File: config.mk
export PLATFORM = sky130hd
export DESIGN_NAME = hilo_clk_div
export DESIGN_NICKNAME = d
export VERILOG_FILES = /design/src/rtl/hilo_pkg.sv /design/src/rtl/hilo_cfg_hold.sv /design/src/rtl/hilo_phase_gen.sv /design/src/rtl/clk_bypass_sel.sv /design/src/rtl/hilo_clk_div.sv
export SDC_FILE = /design/constraint.sdc
export NUM_CORES = 1
export LEC_CHECK = 0
export BUFFER_PORTS_ARGS = -buffer_cell sky130_fd_sc_hd__buf_2
export CAP_MARGIN = 5
export CORE_MARGIN = 2
export CORE_UTILIZATION = 40
export CTS_BUF_LIST = sky130_fd_sc_hd__clkbuf_8
export CTS_CLUSTER_SIZE = 40
export DETAILED_ROUTE_END_ITERATION = 7
export GPL_TIMING_DRIVEN = 0
export SLEW_MARGIN = 15
export SYNTH_ARGS = -nofsm -noshare
export SYNTH_HDL_FRONTEND = slang
export SYNTH_SLANG_ARGS = --single-unit
File: constraint.sdc
create_clock -name clk_in -period 2.54 [get_ports clk_in]
set_input_delay 0.508 -clock clk_in [delete_from_list [all_inputs] [get_ports clk_in]]
set_output_delay 0.508 -clock clk_in [all_outputs]
set_load 0.05 [all_outputs]
File: src/rtl/hilo_pkg.sv
package hilo_pkg;
  localparam int FIELD_W = 4;
  localparam int CFG_W   = 2 * FIELD_W;

  typedef struct packed {
    logic [FIELD_W-1:0] lo_cnt;
    logic [FIELD_W-1:0] hi_cnt;
  } hilo_cfg_t;
endpackage

File: src/rtl/hilo_cfg_hold.sv
module hilo_cfg_hold
  import hilo_pkg::*;
(
  input  logic      clk,
  input  logic      rst_n,
  input  logic      load,
  input  hilo_cfg_t cfg_in,
  input  logic      apply,
  output hilo_cfg_t active
);
  hilo_cfg_t pend_q;
  logic      pend_vld_q;
  hilo_cfg_t active_q;

  always_ff @(posedge clk or negedge rst_n) begin
    if (!rst_n) begin
      pend_q     <= '0;
      pend_vld_q <= 1'b0;
      active_q   <= '0;
    end else begin
      if (load) begin
        pend_q     <= cfg_in;
        pend_vld_q <= 1'b1;
      end else if (apply) begin
        pend_vld_q <= 1'b0;
      end
      if (apply && pend_vld_q) begin
        active_q <= pend_q;
      end
    end
  end

  assign active = active_q;

  // active counts only move at a low-phase boundary
  a_r7_hold_between_bounds: assert property (@(posedge clk) disable iff (!rst_n)
    !apply |=> $stable(active_q));

  // a load always leaves a pending byte equal to the byte loaded
  a_r9_last_load_kept: assert property (@(posedge clk) disable iff (!rst_n)
    load |=> (pend_vld_q && pend_q == $past(cfg_in)));
endmodule

File: src/rtl/hilo_phase_gen.sv
module hilo_phase_gen #(
  parameter int CNT_W = 4
) (
  input  logic             clk,
  input  logic             rst_n,
  input  logic             run,
  input  logic [CNT_W-1:0] hi_n,
  input  logic [CNT_W-1:0] lo_n,
  output logic             div_q,
  output logic             apply
);
  logic [CNT_W-1:0] cnt_q;
  logic             hi_done;
  logic             lo_done;

  assign hi_done = div_q  && (cnt_q == hi_n);
  assign lo_done = !div_q && (cnt_q == lo_n);
  assign apply   = run && lo_done;

  always_ff @(posedge clk or negedge rst_n) begin
    if (!rst_n) begin
      cnt_q <= '0;
      div_q <= 1'b0;
    end else if (run) begin
      if (hi_done) begin
        div_q <= 1'b0;
        cnt_q <= '0;
      end else if (lo_done) begin
        div_q <= 1'b1;
        cnt_q <= '0;
      end else begin
        cnt_q <= cnt_q + 1'b1;
      end
    end
  end

  // high level persists until the high count is reached
  a_r2_high_persists: assert property (@(posedge clk) disable iff (!rst_n)
    (run && div_q && cnt_q != hi_n) |=> (div_q && cnt_q == $past(cnt_q) + 1'b1));

  // high phase ends with a fresh low phase
  a_r2_high_ends: assert property (@(posedge clk) disable iff (!rst_n)
    (run && div_q && cnt_q == hi_n) |=> (!div_q && cnt_q == '0));

  // low phase ends by starting a high phase
  a_r3_low_ends: assert property (@(posedge clk) disable iff (!rst_n)
    (run && !div_q && cnt_q == lo_n) |=> (div_q && cnt_q == '0));

  // bypass freezes the counting state
  a_r6_frozen: assert property (@(posedge clk) disable iff (!rst_n)
    !run |=> ($stable(cnt_q) && $stable(div_q)));
endmodule

File: src/rtl/clk_bypass_sel.sv
module clk_bypass_sel (
  input  logic bypass,
  input  logic clk_in,
  input  logic div_in,
  output logic clk_out
);
  always_comb begin
    if (bypass) clk_out = clk_in;
    else        clk_out = div_in;
  end
endmodule

File: src/rtl/hilo_clk_div.sv
module hilo_clk_div
  import hilo_pkg::*;
(
  input  logic             clk_in,
  input  logic             rst_n,
  input  logic [CFG_W-1:0] cfg_byte,
  input  logic             bypass,
  input  logic             load,
  output logic             clk_out
);
  hilo_cfg_t cfg_in;
  hilo_cfg_t active;
  logic      apply;
  logic      div_q;
  logic      run;

  assign cfg_in = hilo_cfg_t'(cfg_byte);
  assign run    = !bypass;

  hilo_cfg_hold u_cfg (
    .clk    (clk_in),
    .rst_n  (rst_n),
    .load   (load),
    .cfg_in (cfg_in),
    .apply  (apply),
    .active (active)
  );

  hilo_phase_gen #(.CNT_W(FIELD_W)) u_phase (
    .clk   (clk_in),
    .rst_n (rst_n),
    .run   (run),
    .hi_n  (active.hi_cnt),
    .lo_n  (active.lo_cnt),
    .div_q (div_q),
    .apply (apply)
  );

  clk_bypass_sel u_sel (
    .bypass  (bypass),
    .clk_in  (clk_in),
    .div_in  (div_q),
    .clk_out (clk_out)
  );
endmodule

# == After elaboration in Yosys (flattened, before gate mapping) ==
# Cells that the tools add are included.
# totals
out_inout_bits,1
inputBits,12
reg_bits,22
word_cells,27
# classes
muxes,7
n_reduce_logical,9
n_bitwise,1
add_sub_neg,1
n_eq_ne,2
# op_table
cell,count
4-bit == test,2
4-bit 2-to-1 mux,2
1-bit 2-to-1 mux,5
"4-bit by 1-bit adder with 4-bit output, second input constant",1
1-bit logical AND,4
2-bit nonzero test,2
1-bit logical NOT,2
2-bit AND reduction,1
1-bit NOT,1

# == Logic depth before layout (Yosys ltp) ==
# Gate-level depths: netlist of the first run.
# depth
word_depth,5
mapped_depth,4
depth_no_buf,4

# == By module ==
# From an unflattened synthesis of the first run, not the netlist that was laid out.
# unflattened
hier_cells,73
hier_area_um2,1011.0
# modules_own_cells
module,seq_area_each_um2,area_each_um2,cells_per_inst,instances
hilo_cfg_hold,425.4,629.4,37,1
hilo_phase_gen,125.1,362.8,34,1
clk_bypass_sel,0.0,15.0,1,1
hilo_clk_div,0.0,3.8,1,1

==> impl_metrics.ini, run 1 <==
[critical_path]
cpPeakStageDelay_ns = 0.20
cp_max_fo = 2
cp.required_ns = 2.03
crit_arrival_ns = 1.80
path_class = clock port to primary output
crit_cells = 5
reg2reg_slack_ns = 0.87
critPathCapture = clk_out
path_delay_family = buffers and inverters
rr_worst_depth = 4
cp-start-kind = clock port
cp_slowest_cell = buf_2
end_kind = primary output
r2r-start = u_phase.cnt_q[0]$_DFFE_PN0N_
crit_chain = clkbuf_8, clkbuf_8, nand2_1, nand2_1, buf_2
crit_start = clk_in
critPathBufInv = 3
worstReg2RegEnd = u_cfg.active[7]$_DFFE_PN0P_

[timing]
slew_viol_final = 0
setup_viol = 0
whs_ns = 0.0831
grt_setup_unrepaired = false
slew_headroom_pct = 67.5
hold_viol = 0
tightest_slew_ns = 0.487
skew_ns = 0.00311
fin_setup_tns_ns = 0

[final_layout]
layout.nets = 108
drive_gt1_share_pct = 40.4
syn2layout_area_growth_pct = 20.8
antennaDiodeCount = 0
finish.utilization_pct = 49.5
layoutNonFillerInstCount = 124
final_cell_area_um2 = 1190

[die]
io-pin-count = 13
rows = 18
start_util_pct = 41.0
fp.dieArea_um2 = 2880
core_um2 = 2410
die_w_um = 53.7
die_h_um = 53.7

[route]
drt-wirelength-per-cell_um = 14.0
viasPerCell = 4.98
drc = 0
drt_wl_total_um = 1740
drt-initial-drc-count = 6
ant_nets = 0
num_vias = 618
drt_first_pass_iters = 4

[global_route]
groute.usage.overall_pct = 16.3
grt_max_degree = 23
grt_overflow = 0
grt_pass1_wl_um = 2930
grt_pass1_vias = 643
antenna_found_initial = 0

[placed_design]
place_inst = 117
finalWeightedCongestion = 0.734
io_buffers = 11
place_area_um2 = 1080
detailed_place_hpwl_um = 1160

[pwr]
pwr_density_cell_nw_per_um2 = 1220
intPower_mw = 0.990
comb_power_share_pct = 25.7
pwr-share-clk_pct = 34.7
pwr-share-seq_pct = 39.6
ir_worst_vdd_mv = 0.638
p_sw_share_pct = 32.2
p_sw_mw = 0.470
leakage_nw = 0.539

[synthesis]
synth_edf_count = 0
ys_seq_elements = 22
synth-main-ff-cell = dfrtp_1
ys_top_cells_by_count = dfrtp_1, mux2_2, nand2_1
syn_avg_cell_area_um2 = 13.0
yosysMostFrequentCell = dfrtp_1
synth_area_um2 = 987
synth_cell_types = 22
synth_top_area_cell = dfrtp_1
syn_inst = 76
syn_nets = 89
yosys_warnings = 0
ys_async_sr_fraction_pct = 100
synth_area_leaders = dfrtp_1, mux2_2, xor2_1
yosysTopAreaCellShare_pct = 55.8
ys_seq_area_share_pct = 55.8

[cts]
cts_hold_buf = 0
cts_tree = done
cts_resized = 0
post_cts_buffers = 0
clock_latency_ns = 0.37
clkTransAtPathRegs_ns = 0.08

[outcome]
status = complete, no violations

[min_path]
hold_path_class = input pin to async pin

[job]
drv_cap = 0
==> cell usage in the layout (no fill, tap or decap) <==
cell type and n:
a21o_1 1, a21oi_1 1, and2_2 1, and3_1 1
and3_2 1, buf_2 11, bufinv_16 1, clkbuf_1 1
clkbuf_8 6, dfrtp_1 22, ha_1 1, inv_1 2
mux2_2 16, nand2_1 6, nand3_1 1, nand4_1 2
nand4_4 1, nor2_1 2, nor3_1 1, nor3_2 1
nor4_1 1, o21ai_0 3, o31ai_1 2, xnor2_1 4
xor2_1 5
==> power by group through the flow <==
stage / logic [mW] / registers [mW] / clock network, mW
after floorplan: 0.318 / 0.554 / 0.0450
after global placement: 0.367 / 0.585 / 0.0538
after detailed placement: 0.379 / 0.587 / 0.0538
after CTS: 0.382 / 0.582 / 0.521
after global routing: 0.430 / 0.596 / 0.539
final: 0.376 / 0.578 / 0.506
==> per-layer routing <==
layer / vias to the layer above / GRT usage (%) / wire length [um]
met4: 0 / 15.8 / 57
li1: 309 / - / -
met2: 12 / 21.1 / 766
met1: 291 / 17.6 / 818
met3: 6 / 10.3 / 96
met5: - / 0 / 0
==> kinds of logic (layout without fill, tap and decap cells) <==
group	Yosys count	in the layout	synth area share [%]
flip-flops	22	22	55.8
AND/OR/NAND/NOR	18	18	11.3
multiplexers	16	16	18.3
XOR/XNOR	9	9	7.98
AO/OA/AOI/OAI	7	7	4.31
buffers and inverters	3	21	1.14
adder cells (fa/ha/maj)	1	1	1.27
==> registers in the layout (all words and copies together) (netlist names) <==
| name | cells |
|---|---|
| u_phase.div_q | 1 |
| u_phase.cnt_q | 4 |
| u_cfg.active | 8 |
| u_cfg.pend_q | 8 |
| u_cfg.pend_vld_q | 1 |
==> layout make-up <==
type | count | area (um^2)
Fill cell | 217 | 1220
Sequential cell | 22 | 551
Multi-Input combinational cell | 51 | 425
Clock buffer | 7 | 87.6
Timing Repair Buffer | 10 | 50.0
Tap cell | 30 | 37.5
Clock inverter | 1 | 30.0
Inverter | 2 | 7.51
Buffer | 1 | 3.75
==> worst min path at each step <==
stage,startpoint,to,slack (ns),depth (start not counted)
global route,rst_n,u_cfg.active[5]$_DFFE_PN0P_,0.12,1
detailed placement,u_cfg.pend_q[5]$_DFFE_PN0P_,u_cfg.active[5]$_DFFE_PN0P_,0.49,1
global placement,u_cfg.pend_q[5]$_DFFE_PN0P_,u_cfg.active[5]$_DFFE_PN0P_,0.49,1
floorplan,rst_n,u_cfg.active[0]$_DFFE_PN0P_,0.21,0
CTS,rst_n,u_cfg.pend_q[3]$_DFFE_PN0P_,0.10,1
finish,rst_n,u_phase.cnt_q[1]$_DFFE_PN0N_,0.08,1
==> worst register-to-register path: cells and delay by family, from the launching register on <==
family	cells	cell delay, ns
XOR/XNOR	1	0.21
flip-flops	1	0.48
multiplexers	1	0.32
AND/OR/NAND/NOR	2	0.55
==> metrics by stage <==
stage | power (mW) | setup WS, ns
floorplan | 0.917 | 0.436
global placement | 1.01 | 0.481
finish | 1.46 | 0.237
global route | 1.57 | 0.209
CTS | 1.49 | 0.228
detailed placement | 1.02 | 0.481
Note: power is estimated with default switching activity, not from simulation.
==> run 2, diff against run 1 <==
--- a/config.mk
+++ b/config.mk
@@ -8,11 +8,12 @@
 export BUFFER_PORTS_ARGS = -buffer_cell sky130_fd_sc_hd__buf_2
 export CAP_MARGIN = 5
 export CORE_MARGIN = 2
-export CORE_UTILIZATION = 40
+export CORE_UTILIZATION = 60
 export CTS_BUF_LIST = sky130_fd_sc_hd__clkbuf_8
 export CTS_CLUSTER_SIZE = 40
 export DETAILED_ROUTE_END_ITERATION = 7
 export GPL_TIMING_DRIVEN = 0
+export PLACE_DENSITY = 0.82
 export SLEW_MARGIN = 15
 export SYNTH_ARGS = -nofsm -noshare
 export SYNTH_HDL_FRONTEND = slang
==> impl_metrics.ini, run 2 (synthesis gave the netlist of run 1 again) <==
[global_route]
grt_max_degree = 23
antenna_found_initial = 0
grt_pass1_vias = 644
grt_overflow = 0
grt_pass1_wl_um = 2790
groute.usage.overall_pct = 21.7

[die]
io-pin-count = 13
die_w_um = 44.6
rows = 14
die_h_um = 44.6
fp.dieArea_um2 = 1990
start_util_pct = 64.8
core_um2 = 1520

[final_layout]
fill_cells = 101
mostFrequentLayoutCell = dfrtp_1
final_cell_area_um2 = 1140
drive_gt1_share_pct = 39.8
layout_common_cells = dfrtp_1, mux2_2, buf_2, nand2_1, clkbuf_8
antennaDiodeCount = 0
syn2layout_area_growth_pct = 16.0
layout.nets = 108

[outcome]
status = complete, no violations

[placed_design]
finalWeightedCongestion = 0.865
detailed_place_hpwl_um = 1170
dp_slack_ns = 0.481
place_area_um2 = 1060
io_buffers = 11

[min_path]
hold_path_class = input pin to async pin

[pwr]
ir_worst_vdd_mv = 0.767
leakage_nw = 0.525
pwr_density_cell_nw_per_um2 = 1170
power_mw = 1.34

[critical_path]
cp-start-kind = clock port
crit_arrival_ns = 1.79
cp.required_ns = 2.03
end_kind = primary output
cp_max_fo = 2
path_class = clock port to primary output

[cts]
post_cts_buffers = 0
clock_latency_ns = 0.36
cts_resized = 0
cts_hold_buf = 0
clkTransAtPathRegs_ns = 0.07
cts_tree = done

[route]
drt_wl_total_um = 1620
drt_first_pass_iters = 4
drt-initial-drc-count = 5
drc = 0
num_vias = 630
viasPerCell = 5.78
ant_nets = 0
drt-wirelength-per-cell_um = 14.8

[timing]
hold_viol = 0
fin_setup_tns_ns = 0
grt_setup_unrepaired = false
slew_headroom_pct = 68.1
finalWorstSetupSlack_ns = 0.239
setup_viol = 0
skew_ns = 0.00180
tightest_slew_ns = 0.478
slew_viol_final = 0
whs_ns = 0.0936

[job]
drv_cap = 0
-- run 2: cell types whose count changed in the layout (fill, tap and decap cells not counted), sizes merged --
cell    before  now
bufinv       1    0
-- run 2: final cells by class --
type	instances	area [um^2]	share of cell area, %
Buffer	1	3.75	0.328
Clock buffer	7	87.6	7.65
Inverter	2	7.51	0.656
Multi-Input combinational cell	51	425	37.2
Sequential cell	22	551	48.1
Tap cell	16	20.0	1.75
Timing Repair Buffer	10	50.0	4.37
-- run 2: where the power goes --
| group | switching (mW) | internal, mW |
|---|---|---|
| combinational | 0.171 | 0.200 |
| sequential | 0.115 | 0.467 |
| clock | 0.167 | 0.216 |
-- run 2: critical path, cell delays in order --
cell	delay, ns
clkbuf_8	0.11
clkbuf_8	0.12
nand2_1	0.05
nand2_1	0.04
buf_2	0.20
-- run 2: path summary, 6_finish.rpt --
path                                                    from                           end  slack (ns)  cells past startpoint
worst max-delay path                                  clk_in                       clk_out        0.24                      5
worst min-delay path                                   rst_n  u_phase.cnt_q[2]$_DFFE_PN0N_        0.09                      1
worst max register to register  u_phase.cnt_q[0]$_DFFE_PN0N_   u_cfg.active[4]$_DFFE_PN0P_        0.90                      4
worst min register to register   u_cfg.pend_q[2]$_DFFE_PN0P_   u_cfg.active[2]$_DFFE_PN0P_        0.51                      1
max in group asynchronous                              rst_n   u_cfg.active[7]$_DFFE_PN0P_        2.12                      1
min in group clk_in                              cfg_byte[6]   u_cfg.pend_q[6]$_DFFE_PN0P_        0.37                      2
-- run 2: metal layers --
| layer | routed length (um) | vias up | part of all wire [%] | global-route usage [%] |
|---|---|---|---|---|
| met4 | 16 | 0 | 0.99 | 15.2 |
| met1 | 727 | 311 | 45 | 24.8 |
| met5 | 0 | - | 0 | 0 |
| met2 | 788 | 14 | 49 | 30.4 |
| li1 | - | 303 | - | - |
| met3 | 85 | 2 | 5.3 | 12.2 |
-- run 2: through the flow --
stage | util [%] | instances
global placement | 69.7 | 103
global route | 75.1 | 109
finish | 75.1 | 109
floorplan | - | 76
detailed placement | 69.7 | 103
CTS | 75.1 | 109
==> run 3, diff against run 2 <==
--- a/config.mk
+++ b/config.mk
@@ -13,6 +13,8 @@
 export CTS_CLUSTER_SIZE = 40
 export DETAILED_ROUTE_END_ITERATION = 7
 export GPL_TIMING_DRIVEN = 0
+export HOLD_SLACK_MARGIN = 0.12
+export MAX_ROUTING_LAYER = met4
 export PLACE_DENSITY = 0.82
 export SLEW_MARGIN = 15
 export SYNTH_ARGS = -nofsm -noshare
==> impl_metrics.ini, run 3 (synthesis gave the netlist of run 1 again) <==
[timing]
slew_viol_final = 0
hold_viol = 0
skew_ns = 0.00353
fin_setup_tns_ns = 0
tightest_slew_ns = 0.508
slew_headroom_pct = 66.1
setup_viol = 0
grt_setup_unrepaired = false

[die]
die_h_um = 44.6
fp.dieArea_um2 = 1990
io-pin-count = 13
die_w_um = 44.6
rows = 14
start_util_pct = 64.8
core_um2 = 1520

[cts]
clock_latency_ns = 0.36
post_cts_buffers = 0
clkTransAtPathRegs_ns = 0.08
cts_tree = done

[final_layout]
layout.nets = 109
antennaDiodeCount = 0
mostFrequentLayoutCell = dfrtp_1
syn2layout_area_growth_pct = 17.0
fill_cells = 100
final_cell_area_um2 = 1150
drive_gt1_share_pct = 39.4
layout_common_cells = dfrtp_1, mux2_2, buf_2, nand2_1, clkbuf_8

[critical_path]
crit_arrival_ns = 1.79
end_kind = primary output
path_class = clock port to primary output
cp_max_fo = 2
reg2reg_slack_ns = 0.90
crit_start = clk_in
rr_worst_depth = 4
critPathCapture = clk_out
cp-start-kind = clock port
r2r-start = u_phase.cnt_q[0]$_DFFE_PN0N_
cp.required_ns = 2.03
worstReg2RegEnd = u_cfg.active[4]$_DFFE_PN0P_

[global_route]
grt_overflow = 0
grt_pass1_wl_um = 2800
use_met3_pct = 11.0
groute.usage.overall_pct = 22.1
grt.busiest_layer = met2
antenna_found_initial = 0
grt_max_degree = 23
gr-usage-met1_pct = 24.8
gr-usage-met2_pct = 30.4
grt_pass1_vias = 647

[placed_design]
finalWeightedCongestion = 0.879
place_area_um2 = 1060
detailed_place_hpwl_um = 1170
io_buffers = 11

[route]
drt_first_pass_iters = 4
drt-initial-drc-count = 5
drc = 0
drt-wirelength-per-cell_um = 14.9
drt_wl_total_um = 1640
num_vias = 638
ant_nets = 0
viasPerCell = 5.80

[outcome]
status = complete, no violations

[pwr]
leakage_nw = 0.529
pwr_density_cell_nw_per_um2 = 1160
ir_worst_vdd_mv = 0.777

[job]
drv_cap = 0

[min_path]
hold_path_class = input pin to flop
run 3: cell count changes in the layout (fill, tap and decap cells not counted):
| cell | previous run | this run |
|---|---|---|
| dlygate4sd3_1 | 0 | 1 |
run 3: worst max-delay path, cell delays in order:
cell and delay, ns:
clkbuf_8 0.11, clkbuf_8 0.12, nand2_1 0.05, nand2_1 0.04, buf_2 0.20
run 3: area by class of cell:
cell class / count / area [um^2] / area share, %
Buffer: 1 / 3.75 / 0.325
Clock buffer: 7 / 87.6 / 7.58
Inverter: 2 / 7.51 / 0.650
Multi-Input combinational cell: 51 / 425 / 36.8
Sequential cell: 22 / 551 / 47.7
Tap cell: 16 / 20.0 / 1.73
Timing Repair Buffer: 11 / 60.1 / 5.20
run 3: worst min-delay path by stage:
stage	startpoint	end	slack (ns)	cells past startpoint
CTS	cfg_byte[2]	u_cfg.pend_q[2]$_DFFE_PN0P_	0.37	2
global placement	rst_n	u_phase.cnt_q[1]$_DFFE_PN0N_	0.49	1
detailed placement	rst_n	u_phase.cnt_q[1]$_DFFE_PN0N_	0.49	1
finish	cfg_byte[2]	u_cfg.pend_q[2]$_DFFE_PN0P_	0.37	2
global route	cfg_byte[3]	u_cfg.pend_q[3]$_DFFE_PN0P_	0.37	2
floorplan	rst_n	u_cfg.active[0]$_DFFE_PN0P_	0.21	0
run 3: power breakdown:
part	switching, mW	internal (mW)	leakage [nW]
clock network	0.172	0.217	0.0544
registers	0.114	0.467	0.263
logic	0.172	0.201	0.212
run 3: timing repair:
item                                   CTS  global route
endpoints found under the hold margin   22             0
hold buffers                             1             0
gates resized for setup                  0             0
run 3: per-stage QoR:
step | std cells | util (%) | power [mW] | setup WS [ns] | hold slack, ns
5_1_grt | 110 | 75.8 | 1.43 | 0.223 | 0.372
3_3_place_gp | 103 | 69.7 | 0.994 | 0.481 | 0.487
4_1_cts | 110 | 75.8 | 1.35 | 0.233 | 0.371
2_1_floorplan | 76 | - | 0.917 | 0.436 | 0.212
6_report | 110 | 75.8 | 1.34 | 0.238 | 0.371
3_5_place_dp | 103 | 69.7 | 1.02 | 0.481 | 0.494
run 3: per-layer routing:
metal,share of wire [%],vias up
met2,48,18
met3,6.1,2
met1,45,311
li1,-,307
met4,1.0,0
met5,0,-
